$ cat src/rtl/dmc_pkg.sv
package dmc_pkg;

   typedef enum logic [2:0] {
      REG_CMD   = 3'd0,
      REG_MODE  = 3'd1,
      REG_BASE  = 3'd2,
      REG_COUNT = 3'd3,
      REG_LEVEL = 3'd4
   } dmc_reg_e;

   // Cycles per played bit, 60 Hz region
   function automatic logic [8:0] ntsc_period(input logic [3:0] idx);
      case (idx)
         4'd0:    ntsc_period = 9'd428;
         4'd1:    ntsc_period = 9'd380;
         4'd2:    ntsc_period = 9'd340;
         4'd3:    ntsc_period = 9'd320;
         4'd4:    ntsc_period = 9'd286;
         4'd5:    ntsc_period = 9'd254;
         4'd6:    ntsc_period = 9'd226;
         4'd7:    ntsc_period = 9'd214;
         4'd8:    ntsc_period = 9'd190;
         4'd9:    ntsc_period = 9'd160;
         4'd10:   ntsc_period = 9'd142;
         4'd11:   ntsc_period = 9'd128;
         4'd12:   ntsc_period = 9'd106;
         4'd13:   ntsc_period = 9'd84;
         4'd14:   ntsc_period = 9'd72;
         default: ntsc_period = 9'd54;
      endcase
   endfunction

   // Cycles per played bit, 50 Hz region
   function automatic logic [8:0] pal_period(input logic [3:0] idx);
      case (idx)
         4'd0:    pal_period = 9'd398;
         4'd1:    pal_period = 9'd354;
         4'd2:    pal_period = 9'd316;
         4'd3:    pal_period = 9'd298;
         4'd4:    pal_period = 9'd276;
         4'd5:    pal_period = 9'd236;
         4'd6:    pal_period = 9'd210;
         4'd7:    pal_period = 9'd198;
         4'd8:    pal_period = 9'd176;
         4'd9:    pal_period = 9'd148;
         4'd10:   pal_period = 9'd132;
         4'd11:   pal_period = 9'd118;
         4'd12:   pal_period = 9'd98;
         4'd13:   pal_period = 9'd78;
         4'd14:   pal_period = 9'd66;
         default: pal_period = 9'd50;
      endcase
   endfunction

endpackage

$ cat src/rtl/dmc_rate_timer.sv
module dmc_rate_timer #(
   parameter int TIMER_W = 9,
   parameter int REGION  = 0
) (
   input  logic       clk,
   input  logic       rst_n,
   input  logic [3:0] rate_idx,
   output logic       tick
);
   logic [TIMER_W-1:0] period;
   logic [TIMER_W-1:0] cnt;

   generate
      if (REGION == 0) begin : g_ntsc
         assign period = TIMER_W'(dmc_pkg::ntsc_period(rate_idx));
      end else begin : g_pal
         assign period = TIMER_W'(dmc_pkg::pal_period(rate_idx));
      end
   endgenerate

   assign tick = (cnt == '0);

   always_ff @(posedge clk or negedge rst_n) begin
      if (!rst_n)    cnt <= '0;
      else if (tick) cnt <= period - TIMER_W'(1);
      else           cnt <= cnt - TIMER_W'(1);
   end
endmodule

$ cat src/rtl/dmc_fetch_unit.sv
module dmc_fetch_unit #(
   parameter int LEN_W = 13
) (
   input  logic             clk,
   input  logic             rst_n,
   input  logic [15:0]      start_addr,
   input  logic [LEN_W-1:0] sample_len,
   input  logic             loop_en,
   input  logic             irq_en,
   input  logic             cmd_wr,
   input  logic             cmd_enable,
   input  logic             consume,
   input  logic             mem_ack,
   input  logic [7:0]       mem_data,
   output logic             mem_req,
   output logic [15:0]      mem_addr,
   output logic             buf_valid,
   output logic [7:0]       buf_data,
   output logic             active,
   output logic             irq
);
   logic [15:0]      addr_q;
   logic [LEN_W-1:0] left_q;
   logic             take;
   logic             last;

   assign active   = (left_q != '0);
   assign mem_req  = !buf_valid && active;
   assign mem_addr = addr_q;
   assign take     = mem_req && mem_ack;
   assign last     = (left_q == LEN_W'(1));

   always_ff @(posedge clk or negedge rst_n) begin
      if (!rst_n) begin
         addr_q    <= 16'hC000;
         left_q    <= '0;
         buf_valid <= 1'b0;
         buf_data  <= '0;
         irq       <= 1'b0;
      end else begin
         if (consume) buf_valid <= 1'b0;
         if (take) begin
            buf_valid <= 1'b1;
            buf_data  <= mem_data;
            addr_q    <= (addr_q == 16'hFFFF) ? 16'h8000 : addr_q + 16'd1;
            if (last) begin
               if (loop_en) begin
                  addr_q <= start_addr;
                  left_q <= sample_len;
               end else begin
                  left_q <= '0;
                  if (irq_en) irq <= 1'b1;
               end
            end else begin
               left_q <= left_q - LEN_W'(1);
            end
         end
         if (cmd_wr) begin
            irq <= 1'b0;
            if (!cmd_enable) begin
               left_q <= '0;
            end else if (!active) begin
               addr_q <= start_addr;
               left_q <= sample_len;
            end
         end
      end
   end
endmodule

$ cat src/rtl/dmc_output_unit.sv
module dmc_output_unit #(
   parameter int LEVEL_W = 7
) (
   input  logic               clk,
   input  logic               rst_n,
   input  logic               tick,
   input  logic               buf_valid,
   input  logic [7:0]         buf_data,
   input  logic               level_wr,
   input  logic [LEVEL_W-1:0] level_val,
   output logic               consume,
   output logic [LEVEL_W-1:0] level
);
   localparam int unsigned LVL_MAX = (1 << LEVEL_W) - 1;
   localparam logic [LEVEL_W-1:0] UP_LIMIT = LEVEL_W'(LVL_MAX - 2);
   localparam logic [LEVEL_W-1:0] STEP     = LEVEL_W'(2);

   logic [7:0] shreg;
   logic [3:0] bits_left;
   logic       silent;
   logic       wrap;

   assign wrap    = (bits_left == 4'd1);
   assign consume = tick && wrap && buf_valid;

   always_ff @(posedge clk or negedge rst_n) begin
      if (!rst_n) begin
         shreg     <= '0;
         bits_left <= 4'd8;
         silent    <= 1'b1;
         level     <= '0;
      end else begin
         if (tick) begin
            if (!silent) begin
               if (shreg[0]) begin
                  if (level <= UP_LIMIT) level <= level + STEP;
               end else begin
                  if (level >= STEP) level <= level - STEP;
               end
            end
            shreg <= shreg >> 1;
            if (wrap) begin
               bits_left <= 4'd8;
               if (buf_valid) begin
                  shreg  <= buf_data;
                  silent <= 1'b0;
               end else begin
                  silent <= 1'b1;
               end
            end else begin
               bits_left <= bits_left - 4'd1;
            end
         end
         if (level_wr) level <= level_val;
      end
   end
endmodule

$ cat src/rtl/dmc_channel.sv
module dmc_channel #(
   parameter int LEVEL_W    = 7,
   parameter int TIMER_W    = 9,
   parameter int REGION     = 0,
   parameter int STALL_CYC  = 4,
   parameter int ADDR_SHIFT = 6,
   parameter int LEN_SHIFT  = 4,
   parameter int STALL_W    = $clog2(STALL_CYC + 1)
) (
   input  logic               clk,
   input  logic               rst_n,
   input  logic               reg_wr,
   input  logic [2:0]         reg_addr,
   input  logic [7:0]         reg_wdata,
   output logic [7:0]         status_o,
   output logic               mem_req,
   output logic [15:0]        mem_addr,
   input  logic               mem_ack,
   input  logic [7:0]         mem_data,
   output logic [STALL_W-1:0] stall_len,
   output logic [LEVEL_W-1:0] level_o,
   output logic               irq_o
);
   import dmc_pkg::*;

   localparam int LEN_W = 9 + LEN_SHIFT;

   generate
      if (LEVEL_W < 3) begin : g_bad_level
         $error("dmc_channel: LEVEL_W must be at least 3");
      end
      if (TIMER_W < 9) begin : g_bad_timer
         $error("dmc_channel: TIMER_W must hold the longest period");
      end
      if (STALL_CYC < 1) begin : g_bad_stall
         $error("dmc_channel: STALL_CYC must be positive");
      end
      if (ADDR_SHIFT > 6) begin : g_bad_shift
         $error("dmc_channel: ADDR_SHIFT above 6 leaves the address space");
      end
   endgenerate

   logic       wr_cmd, wr_mode, wr_base, wr_count, wr_level;
   logic [3:0] rate_idx;
   logic       irq_en, loop_en;
   logic [7:0] base_val, count_val;
   logic [15:0]      start_addr;
   logic [LEN_W-1:0] sample_len;
   logic       tick, consume, buf_valid, active;
   logic [7:0] buf_data;

   assign wr_cmd   = reg_wr && (reg_addr == REG_CMD);
   assign wr_mode  = reg_wr && (reg_addr == REG_MODE);
   assign wr_base  = reg_wr && (reg_addr == REG_BASE);
   assign wr_count = reg_wr && (reg_addr == REG_COUNT);
   assign wr_level = reg_wr && (reg_addr == REG_LEVEL);

   always_ff @(posedge clk or negedge rst_n) begin
      if (!rst_n) begin
         rate_idx  <= '0;
         irq_en    <= 1'b0;
         loop_en   <= 1'b0;
         base_val  <= '0;
         count_val <= '0;
      end else begin
         if (wr_mode) begin
            irq_en   <= reg_wdata[7];
            loop_en  <= reg_wdata[6];
            rate_idx <= reg_wdata[3:0];
         end
         if (wr_base)  base_val  <= reg_wdata;
         if (wr_count) count_val <= reg_wdata;
      end
   end

   assign start_addr = 16'hC000 + (16'(base_val) << ADDR_SHIFT);
   assign sample_len = (LEN_W'(count_val) << LEN_SHIFT) + LEN_W'(1);

   dmc_rate_timer #(.TIMER_W(TIMER_W), .REGION(REGION)) u_timer (
      .clk      (clk),
      .rst_n    (rst_n),
      .rate_idx (rate_idx),
      .tick     (tick)
   );

   dmc_fetch_unit #(.LEN_W(LEN_W)) u_fetch (
      .clk        (clk),
      .rst_n      (rst_n),
      .start_addr (start_addr),
      .sample_len (sample_len),
      .loop_en    (loop_en),
      .irq_en     (irq_en),
      .cmd_wr     (wr_cmd),
      .cmd_enable (reg_wdata[4]),
      .consume    (consume),
      .mem_ack    (mem_ack),
      .mem_data   (mem_data),
      .mem_req    (mem_req),
      .mem_addr   (mem_addr),
      .buf_valid  (buf_valid),
      .buf_data   (buf_data),
      .active     (active),
      .irq        (irq_o)
   );

   dmc_output_unit #(.LEVEL_W(LEVEL_W)) u_out (
      .clk       (clk),
      .rst_n     (rst_n),
      .tick      (tick),
      .buf_valid (buf_valid),
      .buf_data  (buf_data),
      .level_wr  (wr_level),
      .level_val (reg_wdata[LEVEL_W-1:0]),
      .consume   (consume),
      .level     (level_o)
   );

   assign stall_len = mem_req ? STALL_W'(STALL_CYC) : '0;
   assign status_o  = {irq_o, 2'b00, active, 4'b0000};
endmodule

$ cat config.mk
export PLATFORM = sky130hd
export DESIGN_NAME = dmc_channel
export DESIGN_NICKNAME = d
export VERILOG_FILES = /design/src/rtl/dmc_pkg.sv /design/src/rtl/dmc_rate_timer.sv /design/src/rtl/dmc_fetch_unit.sv /design/src/rtl/dmc_output_unit.sv /design/src/rtl/dmc_channel.sv
export SDC_FILE = /design/constraint.sdc
export NUM_CORES = 1
export LEC_CHECK = 0
export BUFFER_PORTS_ARGS = -buffer_cell sky130_fd_sc_hd__buf_2
export CAP_MARGIN = 20
export CORE_MARGIN = 4
export CORE_UTILIZATION = 50
export DETAILED_ROUTE_END_ITERATION = 7
export PLACE_DENSITY = 0.71
export SLEW_MARGIN = 20
export SYNTH_ARGS = -nofsm -noshare
export SYNTH_HDL_FRONTEND = slang
export SYNTH_SLANG_ARGS = --single-unit
$ cat constraint.sdc
create_clock -name clk -period 2.5 [get_ports clk]
set_input_delay 0.25 -clock clk [delete_from_list [all_inputs] [get_ports clk]]
set_output_delay 0.25 -clock clk [all_outputs]
set_load 0.03 [all_outputs]
---- Word-level counts from Yosys, hierarchy flattened ----
Memories as Yosys holds them, arrays and structs flattened.
Cells that the tools add are included.
operators by class
  eq/ne operators ......................... 10
  $lt $le $gt $ge ......................... 2
  reductions and logical operators ........ 22
  mux-type cells .......................... 32
  $add $sub $neg .......................... 9
operator list
  cell                    number
  $mux 16                 7
  $mux 13                 6
  $mux 7                  6
  $sub 9x1->9 const B     2
  $add 15x15->16 const A  1
  $add 16x1->16 const B   1
  $eq 16x16->1 const B    1
  $mux 8                  2
  $add 12x1->13 const B   1
  $eq 13x1->1 const B     1
  $reduce_bool 13->1      1
  $sub 13x1->13 const B   1
  $reduce_bool 2->1       5
  $logic_and 1x1->1       9
  $logic_not 9->1         1
  $mux 9                  1
  $mux 1                  8
  $reduce_and 4->1        2
  $add 7x2->7 const B     1
  $ge 7x2->1 const B      1
  $le 7x7->1 const B      1
  $sub 7x2->7 const B     1
  $eq 3x2->1 const B      2
  $eq 4x1->1 const B      1
  other kinds (11)        12
word-level totals
  register bits ........................... 90
  input bits .............................. 23
  output and inout bits ................... 36
  memories ................................ 1
  bits in read-only memories .............. 128
  logic and storage cells ................. 91
memories
  memory           words  width  read ports  clocked after memory_dff  write ports  RTL line       RTL
  (no name shown)  16     8      1           0                         0            dmc_pkg.sv:13  case (idx)

---- Logic depth before layout (Yosys ltp) ----
Gate-level depths: netlist of the first run.
  depth in word-level cells ............... 8
  mapped depth ............................ 10
  mapped depth without buffers ............ 9

---- By module ----
A second synthesis of the first run with hierarchy kept.
unflattened totals
  cell total of the unflattened synthesis .. 590
  area total of the unflattened synthesis .. 5679.2 µm²
by module, submodules not included
  module           seq. area each (µm²)  cells an instance  instances  area an instance (µm²)
  dmc_fetch_unit   978.4                 299                1          2598.7
  dmc_output_unit  503.0                 123                1          1184.9
  dmc_channel      550.5                 65                 1          1021.0
  dmc_rate_timer   225.2                 103                1          874.6

---- Worst setup path after synthesis of the first run ----
Ideal clock, no wire load.
  path kind ............................... reg-to-reg
  from .................................... reg u_out.level[2]
  to ...................................... reg u_out.level[3]
  required time ........................... 2.418 ns
  stages on the path, launching flop included .. 6
  path buffers ............................ 0
  setup slack ............................. 0.218 ns
  setup time .............................. 0.082 ns
  arrival ................................. 2.200 ns
  period minus slack after synthesis ...... 2.282 ns
  path through ............................ dfrtp_1 -> or4b_2 -> a31oi_1 -> nand3_1 -> or3_1 -> a31oi_1
between the ends
  longest elaborated chain between the ends .. 6
  elaborated cells on any way between the ends .. 13
  those cells by class .................... add/sub (2); order compare (2); eq/ne (1); mux (6); reduce/logical (2)
ends and longest elaborated chain
  what                                        RTL line                                      RTL
  start: declaration                          dmc_output_unit.sv:12                         output logic [LEVEL_W-1:0] level
  start signal: assignment                    dmc_output_unit.sv:36                         if (level <= UP_LIMIT) level <= level + STEP;
  start signal: assignment                    dmc_output_unit.sv:38                         if (level >= STEP) level <= level - STEP;
  start signal: assignment                    dmc_output_unit.sv:54                         if (level_wr) level <= level_val;
  $sub 7x2->7 or $add 7x2->7 (tied branches)  dmc_output_unit.sv:38, dmc_output_unit.sv:36
  $mux 7, on equally long branches            dmc_output_unit.sv:38, dmc_output_unit.sv:36
  $mux 7                                      dmc_output_unit.sv:35                         if (shreg[0]) begin
  $mux 7                                      dmc_output_unit.sv:34                         if (!silent) begin
  $mux 7                                      dmc_output_unit.sv:33                         if (tick) begin
  $mux 7                                      dmc_output_unit.sv:54
Several ways; a longest one is shown, not always the timed one. The select of a mux whose other input is x is not followed.
A chain may end at the register's enable or synchronous reset.

---- Worst setup path after layout of the first run ----
  from .................................... reg u_fetch.left_q[4]
  to ...................................... reg u_fetch.addr_q[10], in the netlist u_fetch.mem_addr[10]
between the ends
  longest elaborated chain between the ends .. 7
  elaborated cells on any way between the ends .. 9
  those cells by class .................... eq/ne (1); mux (5); reduce/logical (3)
ends and longest elaborated chain
  what                      RTL line              RTL
  start: declaration        dmc_fetch_unit.sv:23  logic [LEN_W-1:0] left_q;
  start signal: assignment  dmc_fetch_unit.sv:49  left_q <= sample_len;
  start signal: assignment  dmc_fetch_unit.sv:55  left_q <= left_q - LEN_W'(1);
  start signal: assignment  dmc_fetch_unit.sv:64  left_q <= sample_len;
  $reduce_bool 13->1        dmc_fetch_unit.sv:27  assign active = (left_q != '0);
  $logic_and 1x1->1         dmc_fetch_unit.sv:28  assign mem_req = !buf_valid && active;
  $logic_and 1x1->1         dmc_fetch_unit.sv:30  assign take = mem_req && mem_ack;
  $mux 16                   dmc_fetch_unit.sv:42  if (take) begin
  $mux 16                   dmc_fetch_unit.sv:62  end else if (!active) begin
  $mux 16                   dmc_fetch_unit.sv:60  if (!cmd_enable) begin
  $mux 16 (*)               dmc_fetch_unit.sv:58  if (cmd_wr) begin
  end signal: assignment    dmc_fetch_unit.sv:45  addr_q <= (addr_q == 16'hFFFF) ? 16'h8000 : addr_q + 16'd1;
  end signal: assignment    dmc_fetch_unit.sv:48  addr_q <= start_addr;
  end signal: assignment    dmc_fetch_unit.sv:63  addr_q <= start_addr;
  end: declaration          dmc_fetch_unit.sv:22  logic [15:0] addr_q;
Every way passes the cells marked *; elsewhere a longest branch is shown, timed or not.

==> results of run 1 <==
layout by cell type (no fill, tap or decap), drive strengths merged, types with 4 or more instances in the layout:
cell,netlist,final
dfrtp,86,86
buf,24,75
nand2,68,68
nor2,43,43
o21ai,35,35
a21oi,27,27
inv,23,25
nand3,19,19
mux2,18,18
mux2i,15,15
ha,15,15
xnor2,14,14
nor4,14,14
nand4,13,13
nor3,12,12
clkbuf,15,10
conb,1,8
or4,8,8
a211oi,7,7
and4,6,6
a22o,6,6
a31oi,6,6
o211ai,6,6
or2,5,5
o2bb2ai,5,5
or3,5,5
xor2,5,5
nor2b,4,4
a2bb2oi,4,4
o22ai,4,4
and3,4,4
dfstp,4,4
state kept, by name (all words and copies together) (netlist names), 7 cells and up:
signal and count:
u_fetch.mem_addr 16, u_fetch.left_q 13, u_timer.cnt 9, base_val 8
count_val 8, u_fetch.buf_data 8, u_out.shreg 8, u_out.level 7
worst paths after layout:
| kind | from | to | slack [ps] | cells past startpoint |
|---|---|---|---|---|
| worst max register to register | u_fetch.left_q[4] | u_fetch.mem_addr[10] | 70 | 6 |
| worst max-delay path | u_fetch.left_q[4] | u_fetch.mem_addr[10] | 70 | 6 |
| max in group asynchronous | rst_n | rate_idx[3] | 1790 | 2 |
| worst min-delay path | rst_n | u_fetch.mem_addr[4] | -10 | 1 |
| worst min register to register | u_timer.cnt[0] | u_timer.cnt[0] | 470 | 1 |
| min in group clk | mem_data[5] | u_fetch.buf_data[5] | 70 | 3 |
worst max-delay path, cell delays in order, from the launching register on:
cell	delay, ps
dfrtp_1	420
or4_4	610
buf_4	170
or4_4	620
nand4_1	210
nor3_1	70
a211o_1	230
cells by family (layout without fill, tap and decap cells):
logic type | count (synthesis) | in the layout
AND/OR/NAND/NOR | 219 | 219
AO/OA/AOI/OAI | 121 | 121
flip-flops | 90 | 90
buffers and inverters | 62 | 114
multiplexers | 34 | 34
XOR/XNOR | 19 | 19
adder cells (fa/ha/maj) | 15 | 15
other | 1 | 8
synth_stat cells (all sizes together) (6+ instances only):
master  number
nor2        43
mux2        18
mux2i       15
xnor2       14
inv         23
a31oi        6
nor4        14
and4         6
nand2       68
dfrtp       86
a211oi       7
a22o         6
nand3       19
ha          15
o211ai       6
buf         24
or4          8
nand4       13
o21ai       35
nor3        12
clkbuf      15
a21oi       27
where the power goes:
group	leakage (nW)	total (mW)	switching (mW)	internal, mW
Sequential	1.10	2.16	0.379	1.78
Combinational	1.41	2.43	1.42	1.01
Clock	0.0948	0.950	0.550	0.400
Total	2.61	5.54	2.35	3.19
metal layers:
layer	up-vias	track usage [%]
li1	2131	-
met1	2094	29.3
met2	124	33.2
met3	25	3.06
met4	0	9.03
met5	-	0
layout make-up:
cell class,count,area (µm²)
Clock buffer,10,138
Clock inverter,6,50.0
Fill cell,950,4350
Inverter,23,88.8
Multi-Input combinational cell,416,2770
Sequential cell,90,2260
Tap cell,136,170
Timing Repair Buffer,75,449
stage by stage:
| stage | total power, mW | area [µm²] | hold WS [ps] | setup slack (ps) | utilization (%) |
|---|---|---|---|---|---|
| after floorplan | 3.84 | 5300 | -45.6 | 218 | - |
| after global placement | 4.31 | 5640 | 441 | 48.7 | 54.8 |
| after detailed placement | 4.38 | 5640 | 440 | -83.5 | 54.8 |
| after CTS | 5.45 | 5860 | 42.0 | 3.08 | 57.0 |
| after global routing | 5.92 | 5920 | 57.4 | -13.3 | 57.6 |
| final | 5.54 | 5920 | -10.4 | 66.0 | 57.6 |
repair_timing:
| item | 4_1_cts | 5_1_grt |
|---|---|---|
| setup endpoints to repair | 5 | 18 |
| gates resized for setup | 5 | 8 |
| pin swaps | 1 | 3 |
| hold endpoints to repair | 0 | 0 |
| setup buffers | 3 | 4 |
==> metrics.txt, run 1 <==
status=finished, violations left; Most used DFF post-synth=dfrtp_1; vias in the first global route=4323; xor/xnor cell area share of the yosys netlist=3.16%; DR iter-0 viols=314; Yosys warning count=0; first-pass GRT wire length=21500 µm; Crit Path Class=register to register; top cells by area, synth=dfrtp_1, nand2_1, mux2_2; Mean Syn Cell Area=9.40 µm²; Synth Area in Adders=3.56%; M1 WL=5870 µm; gpl congestion=0.925; Final HPWL DP=9210 µm; Cell Count Post-Placement=733; Detail Route Antenna Nets=0; peak supply drop=0.469 mV; top cell type's share of synthesized area=40.8%; Max-Cap Viols=0; Slew HR=40.0%; Max Clock Freq=411 MHz; core box area=10300 µm²; CTS tree=built; multiplexer area fraction after synthesis=7.12%; Synth Cell Area=5270 µm²; chip width=111 µm; n_diodes=0; DR vias=4374; detailed-route DRC error count=0; Clock transition at path regs=90 ps; largest family of logic cells by synthesized area=simple AND/OR/NAND/NOR gates; Total GRT Usage=21.2%; RSZ-0062 raised after global routing=yes; LEAKAGE=2.61 nW; fin crit period=2430 ps; H-tree levels=3; Final #Nets=653; class of the worst hold path=primary input to async pin; Yosys reg bits=90; Fin. Hold Viols=4; die height=111 µm; layout cells sized above 1=23.2%; Compound-Gate Fraction of Synth Area=15.6%; fin crit share=97.4%; Met3 Wirelength=549 µm; final setup violation count=0; Worst Path Required=2760 ps; TritonCTS Buffers=9; final clock skew=7.87 ps; max layer used=met4; Final TNS setup=0 ps; fin cells=756; hold buffer count at CTS=0; clock root buffer=clkbuf_8; clk sinks=90; Post-synth EDFFs=0; Worst-Margin Slew=900 ps; WL/cell=16.6 µm; Synth area leader=dfrtp_1; Post-Synthesis Cells=561; Worst Setup Start Kind=register; routed vias/inst=5.79; IO buf count=50; P&R area growth vs syn=12.3%; Worst Path Max Fanout=8; final wirelength=12600 µm; WP data arrival=2690 ps; largest net degree at the start of global routing=73; failing checks=hold timing; Std-Cell Rows=37; Initial Util=51.3%; Ports=59; Clock Latency Late Sink=370 ps; met2 wire len=5840 µm; crit path capture type=register; hold_ws=-10.4 ps; GR Overflow Total=0; async set or reset register ratio after synthesis=100%; clk buf depth=2; initial antenna violation count=0; fin. max-slew vios=0; die area=12300 µm²; 1st-pass router iterations=5; count of different cell masters after synthesis=74; register area share after synthesis=42.8%; power per cell area=936 nW/µm²; Synth Area in Simple Gates=21.8%
No activity file was read; power rests on OpenSTA's default activity.
==> inputs of run 2 (changes only) <==
ABC_AREA = 1   (was unset)
CORE_UTILIZATION = 60   (was 50)
PLACE_DENSITY = 0.82   (was 0.71)
SLEW_MARGIN = 25   (was 20)
==> metrics.txt, run 2 <==
Final Cell Area=6020 µm² (+1.7%); clk sinks=90 (unchanged); register area share after synthesis=40.7% (-2.0 points); Yosys reg bits=90 (unchanged); initial antenna violation count=0 (unchanged); vias in the first global route=4687 (+8.4%); Worst Path Required=2800 ps (+40 ps); pre-CTS setup slack=491 ps (+575 ps); Clock transition at path regs=100 ps (about the same); die area=10800 µm² (-12%); Final Util=68.1% (+10 points); final setup violation count=0 (unchanged); crit path capture type=register; Synth area leader=dfrtp_1; final clock skew=16.0 ps (+8.16 ps); most frequent cells in the layout=nand2_1, dfrtp_1, inv_1; P&R area growth vs syn=8.76%; clk buf depth=2 (unchanged); hold buffer count at CTS=1 (+1); first-pass GRT wire length=21000 µm (-2.2%); Clock Latency Late Sink=370 ps (about the same); fin crit period=2050 ps (-388 ps); GR Overflow Total=0 (unchanged); fin worst setup slack=454 ps (+388 ps); 1st-pass router iterations=7 (+2); WP data arrival=2340 ps (-350 ps); Worst Path Max Fanout=19 (+11); count of different cell masters after synthesis=44 (-41%); async set or reset register ratio after synthesis=100% (unchanged); Post-Synthesis Cells=754 (+34%); WL/cell=13.1 µm (-21%); Std-Cell Rows=34 (-8.1%); layout cells sized above 1=15.4% (-7.8 points); LEAKAGE=3.20 nW (+23%); peak supply drop=0.567 mV (+21%); Worst-Margin Slew=583 ps (-317 ps); Mean Syn Cell Area=7.35 µm² (-22%); fin crit share=81.8% (-16 points); top cells by area, synth=dfrtp_1, nand2_1, o21ai_0; Worst Setup Start Kind=register; RSZ-0062 raised after global routing=no; met2 wire len=5660 µm (-3.2%); Detail Route Antenna Nets=0 (unchanged); Final TNS setup=0 ps (unchanged); n_diodes=0 (unchanged); core box area=8850 µm² (-14%); PostCTS Resize Cnt=0 (-5); CTS tree=built; gpl congestion=0.905 (-2.1%); fin cells=911 (+21%); Final HPWL DP=8950 µm (-2.8%); total power=4.73 mW (-15%); class of the worst hold path=primary input to register; final wirelength=12000 µm (-4.8%); DR iter-0 viols=267 (-15%); power per cell area=785 nW/µm² (-16%); IO buf count=50 (unchanged); Slew HR=61.2% (+21 points); Crit Path Class=register to register; Post-synth EDFFs=0 (unchanged); H-tree levels=3 (unchanged); Cell Count Post-Placement=894 (+22%); total setup buffers inserted after CTS=0 (-3); Synth Cell Area=5540 µm² (+5.0%); top cell type's share of synthesized area=38.9% (-2.0 points); TritonCTS Buffers=9 (unchanged); fin. max-slew vios=0 (unchanged); commonest non-fill, non-tap cell in the layout=nand2_1; M1 WL=5630 µm (-4.0%); status=complete, no violations; Initial Util=62.6% (+11 points); Most used DFF post-synth=dfrtp_1; DR vias=4918 (+12%); Yosys warning count=0 (unchanged); Met3 Wirelength=452 µm (-18%); Fin. Hold Viols=0 (-4); die height=104 µm (-6.0%); Placed Area=5820 µm² (+3.3%); routed vias/inst=5.40 (-6.7%); clock root buffer=clkbuf_8; Final #Nets=836 (+28%); max layer used=met4; Max-Cap Viols=0 (unchanged); largest net degree at the start of global routing=47 (-36%); detailed-route DRC error count=0 (unchanged); most frequent cell after synthesis=nand2_1; max reg flops=16 (unchanged); Ports=59 (unchanged); Max Clock Freq=489 MHz (+19%); hold_ws=76.8 ps (+87.2 ps); Total GRT Usage=23.0% (+1.8 points); top post-synthesis cells by count=nand2_1, dfrtp_1, inv_1; chip width=104 µm (-6.0%)
## run 2: critical path, stage by stage (launching register included)
cell and delay (ps):
dfrtp_1 360, inv_1 100, ha_1 240, nand2_2 130
nor2_1 60, nand2_1 80, nand3_2 250, buf_4 320
nor2_4 110, inv_2 50, o21ai_0 150, nand2_1 70
nand2_1 60
## run 2: final timing paths
path,startpoint,to,slack (ps),cells after the start
max in group asynchronous,rst_n,u_out.silent,1390,3
min reg2reg,u_timer.cnt[0],u_timer.cnt[0],440,1
min in group asynchronous,rst_n,u_fetch.buf_data[2],410,2
max reg2reg,u_fetch.left_q[0],u_fetch.left_q[5],450,12
min,mem_data[6],u_fetch.buf_data[6],80,3
max,u_fetch.left_q[0],u_fetch.left_q[5],450,12
## run 2: layout make-up
cell class / count / area (µm²)
clock inverters: 6 / 53.8
inverters: 94 / 353
flip-flops and latches: 90 / 2260
fillers: 747 / 2820
multi-input cells: 545 / 2760
well taps: 108 / 135
clock buffers: 10 / 138
repair buffers: 58 / 328
## run 2: logic make-up (layout without fill, tap and decap cells)
family	count (synthesis)	in the layout	synth area share [%]
fa+ha+maj	15	15	3.39
buf+inv	126	168	9.89
compound gates	123	123	12.2
xor+xnor	19	19	3.00
other cells	1	8	0.0677
simple gates	380	380	30.7
flops	90	90	40.7
## run 2: power by group
group | leakage [nW] | internal (mW) | switching [mW]
registers | 1.09 | 1.71 | 0.310
logic | 2.02 | 0.614 | 1.12
clock network | 0.0962 | 0.410 | 0.569
## run 2: per-layer routing
layer	vias up	global-route usage (%)
li1	2466	-
met1	2319	31.6
met2	109	37.6
met4	0	7.79
met3	24	2.92
met5	-	0
==> inputs of run 3 (changes only) <==
clock period = 1.92 ns   (was 2.5 ns; I/O delays follow)
==> metrics.txt, run 3 (synthesized netlist as in run 2, its figures left out) <==
status=complete, no violations; RSZ-0062 raised after global routing=yes; crit path capture type=output port; Worst-Margin Slew=567 ps (-16.1 ps); routed vias/inst=5.46 (+1.1%); final wirelength=12800 µm (+6.5%); core box area=8850 µm² (unchanged); detailed-route DRC error count=0 (unchanged); Max Clock Freq=537 MHz; Crit Path Class=register to output port; Most Crowded Layer GR=met2; initial antenna violation count=0 (unchanged); final clock skew=9.33 ps (-6.70 ps); 1st-pass router iterations=5 (-2); fin. max-slew vios=0 (unchanged); H-tree levels=3 (unchanged); Worst Path Max Fanout=4 (-15); fin crit share=96.9%; Worst Setup Start Kind=register; class of the worst hold path=primary input to register; DR iter-0 viols=319 (+19%); Total GRT Usage=24.0% (+1.0 points); Std-Cell Rows=34 (unchanged); R2R Setup Slk=90 ps (-360 ps); WHS Path Cells=3 (unchanged); IO buf count=50 (unchanged); Crit. Startpoint=u_fetch.left_q[0]; DR vias=5053 (+2.7%); TritonCTS Buffers=9 (unchanged); Clock Power Share=20.6% (about the same); Final Util=70.1% (+2.0 points); Reg2Reg Launch Point=u_fetch.left_q[8]; die area=10800 µm² (unchanged); Clock transition at path regs=90 ps (about the same); Initial Util=62.6% (unchanged); path depth of the worst reg2reg path=11 (-1); n_diodes=0 (unchanged); gpl congestion=0.932 (+3.0%); Sequential Power Share=41.2% (-1.5 points); CTS tree=built; final setup violation count=0 (unchanged); max reg flops=16 (unchanged); R2R Path End=u_fetch.mem_addr[13]; Fin. Hold Viols=0 (unchanged); peak supply drop=0.798 mV (+41%); Slew HR=62.1% (+0.97 points); first-pass GRT wire length=21800 µm (+3.9%); die height=104 µm (unchanged); WP data arrival=1670 ps (-670 ps); grt met3 use=3.23% (+0.31 points); vias in the first global route=4833 (+3.1%); Psw=2.63 mW (+32%); Logic pwr share=38.2% (+1.6 points); commonest non-fill, non-tap cell in the layout=nand2_1; fillers=720 (-3.6%); Clock Latency Late Sink=370 ps (about the same); most frequent cells in the layout=nand2_1, dfrtp_1, o21ai_0; fin cells=926 (+1.6%); Detail Route Antenna Nets=0 (unchanged); Worst Path Required=1730 ps (-1070 ps); Cell Count Post-Placement=903 (+1.0%); power per cell area=1030 nW/µm² (+31%); Hold Path End=u_fetch.buf_data[6]; WL/cell=13.8 µm (+4.8%); clk sinks=90 (unchanged); Max-Cap Viols=0 (unchanged); clk buf depth=2 (unchanged); GR Overflow Total=0 (unchanged); P&R area growth vs syn=11.9%; Final #Nets=851 (+1.8%); internal cell power=3.73 mW (+37%); Ports=59 (unchanged); Final HPWL DP=9360 µm (+4.6%); clock root buffer=clkbuf_8; largest net degree at the start of global routing=45 (-4.3%); hold_sp=mem_data[6]; chip width=104 µm (unchanged); LEAKAGE=3.28 nW (+2.7%); GRT met1 Usage=30.6% (-1.1 points); M2 GR Usage=41.9% (+4.3 points); Net Sw Frac=41.4% (-0.89 points); fin crit period=1860 ps; layout cells sized above 1=18.3% (+2.9 points)
run 3: cell types whose count changed in the layout (fill, tap and decap cells not counted), moves of 2 or more:
cell      previous run  this run
ha_1                15        13
inv_2               13        20
inv_1               81        74
buf_12               1         3
buf_4                7        21
clkinv_2             0         2
run 3: repair_timing:
action                                  4_1_cts  5_1_grt
gates resized for setup                       3       12
hold endpoints to repair                     25        0
hold buffers                                  1        0
setup buffers                                 1        5
pin swaps                                     1        3
endpoints found under the setup margin        1       22
run 3: per-layer routing:
metal,routed length [µm],share of wire (%)
met5,0,0
met4,209,1.6
met3,638,5.0
met1,5570,44
met2,6330,50
run 3: final cells by class:
cell class,count,area (µm²),area share [%]
tap,108,135,2.18
timing repair buffer,73,468,7.55
multi-input combinational,545,2790,45.0
clock inverter,7,75.1,1.21
sequential,90,2260,36.4
clock buffer,9,124,2.00
inverter,94,353,5.69
run 3: worst max path at each step:
stage / to / slack [ps] / cells after the start
after floorplan: u_timer.cnt[7] / 180 / 15
after global placement: u_timer.cnt[7] / 140 / 13
after detailed placement: u_timer.cnt[7] / 40 / 13
after CTS: status_o[4] / 3 / 8
after global routing: u_timer.cnt[7] / -60 / 13
final: status_o[4] / 60 / 8
run 3: through the flow:
step / setup TNS [ps] / hold WS, ps / power [mW] / cell area [µm²] / setup slack (ps)
2_1_floorplan: 0 / -104 / 4.36 / 5570 / 180
3_3_place_gp: 0 / 148 / 4.85 / 5920 / 143
3_5_place_dp: 0 / 154 / 4.94 / 5920 / 38.9
4_1_cts: 0 / 26.0 / 6.29 / 6140 / 2.64
5_1_grt: -59.5 / 30.1 / 6.83 / 6200 / -56.0
6_report: 0 / 28.3 / 6.36 / 6200 / 59.5
run 3: power groups by stage:
| stage | logic (mW) | registers, mW | clock network (mW) |
|---|---|---|---|
| 5_1_grt | 2.74 | 2.68 | 1.41 |
| 6_report | 2.43 | 2.62 | 1.31 |
| 4_1_cts | 2.36 | 2.60 | 1.33 |
| 2_1_floorplan | 1.59 | 2.77 | 0 |
| 3_5_place_dp | 2.30 | 2.64 | 0 |
| 3_3_place_gp | 2.23 | 2.62 | 0 |
run 3: critical path, cell delays in order (launching register included):
cell and delay [ps]:
dfrtp_1 410, inv_2 100, ha_4 140, nand2_2 90, nor2_4 140, nand2_4 90, nor2_8 120, inv_1 50
buf_4 160
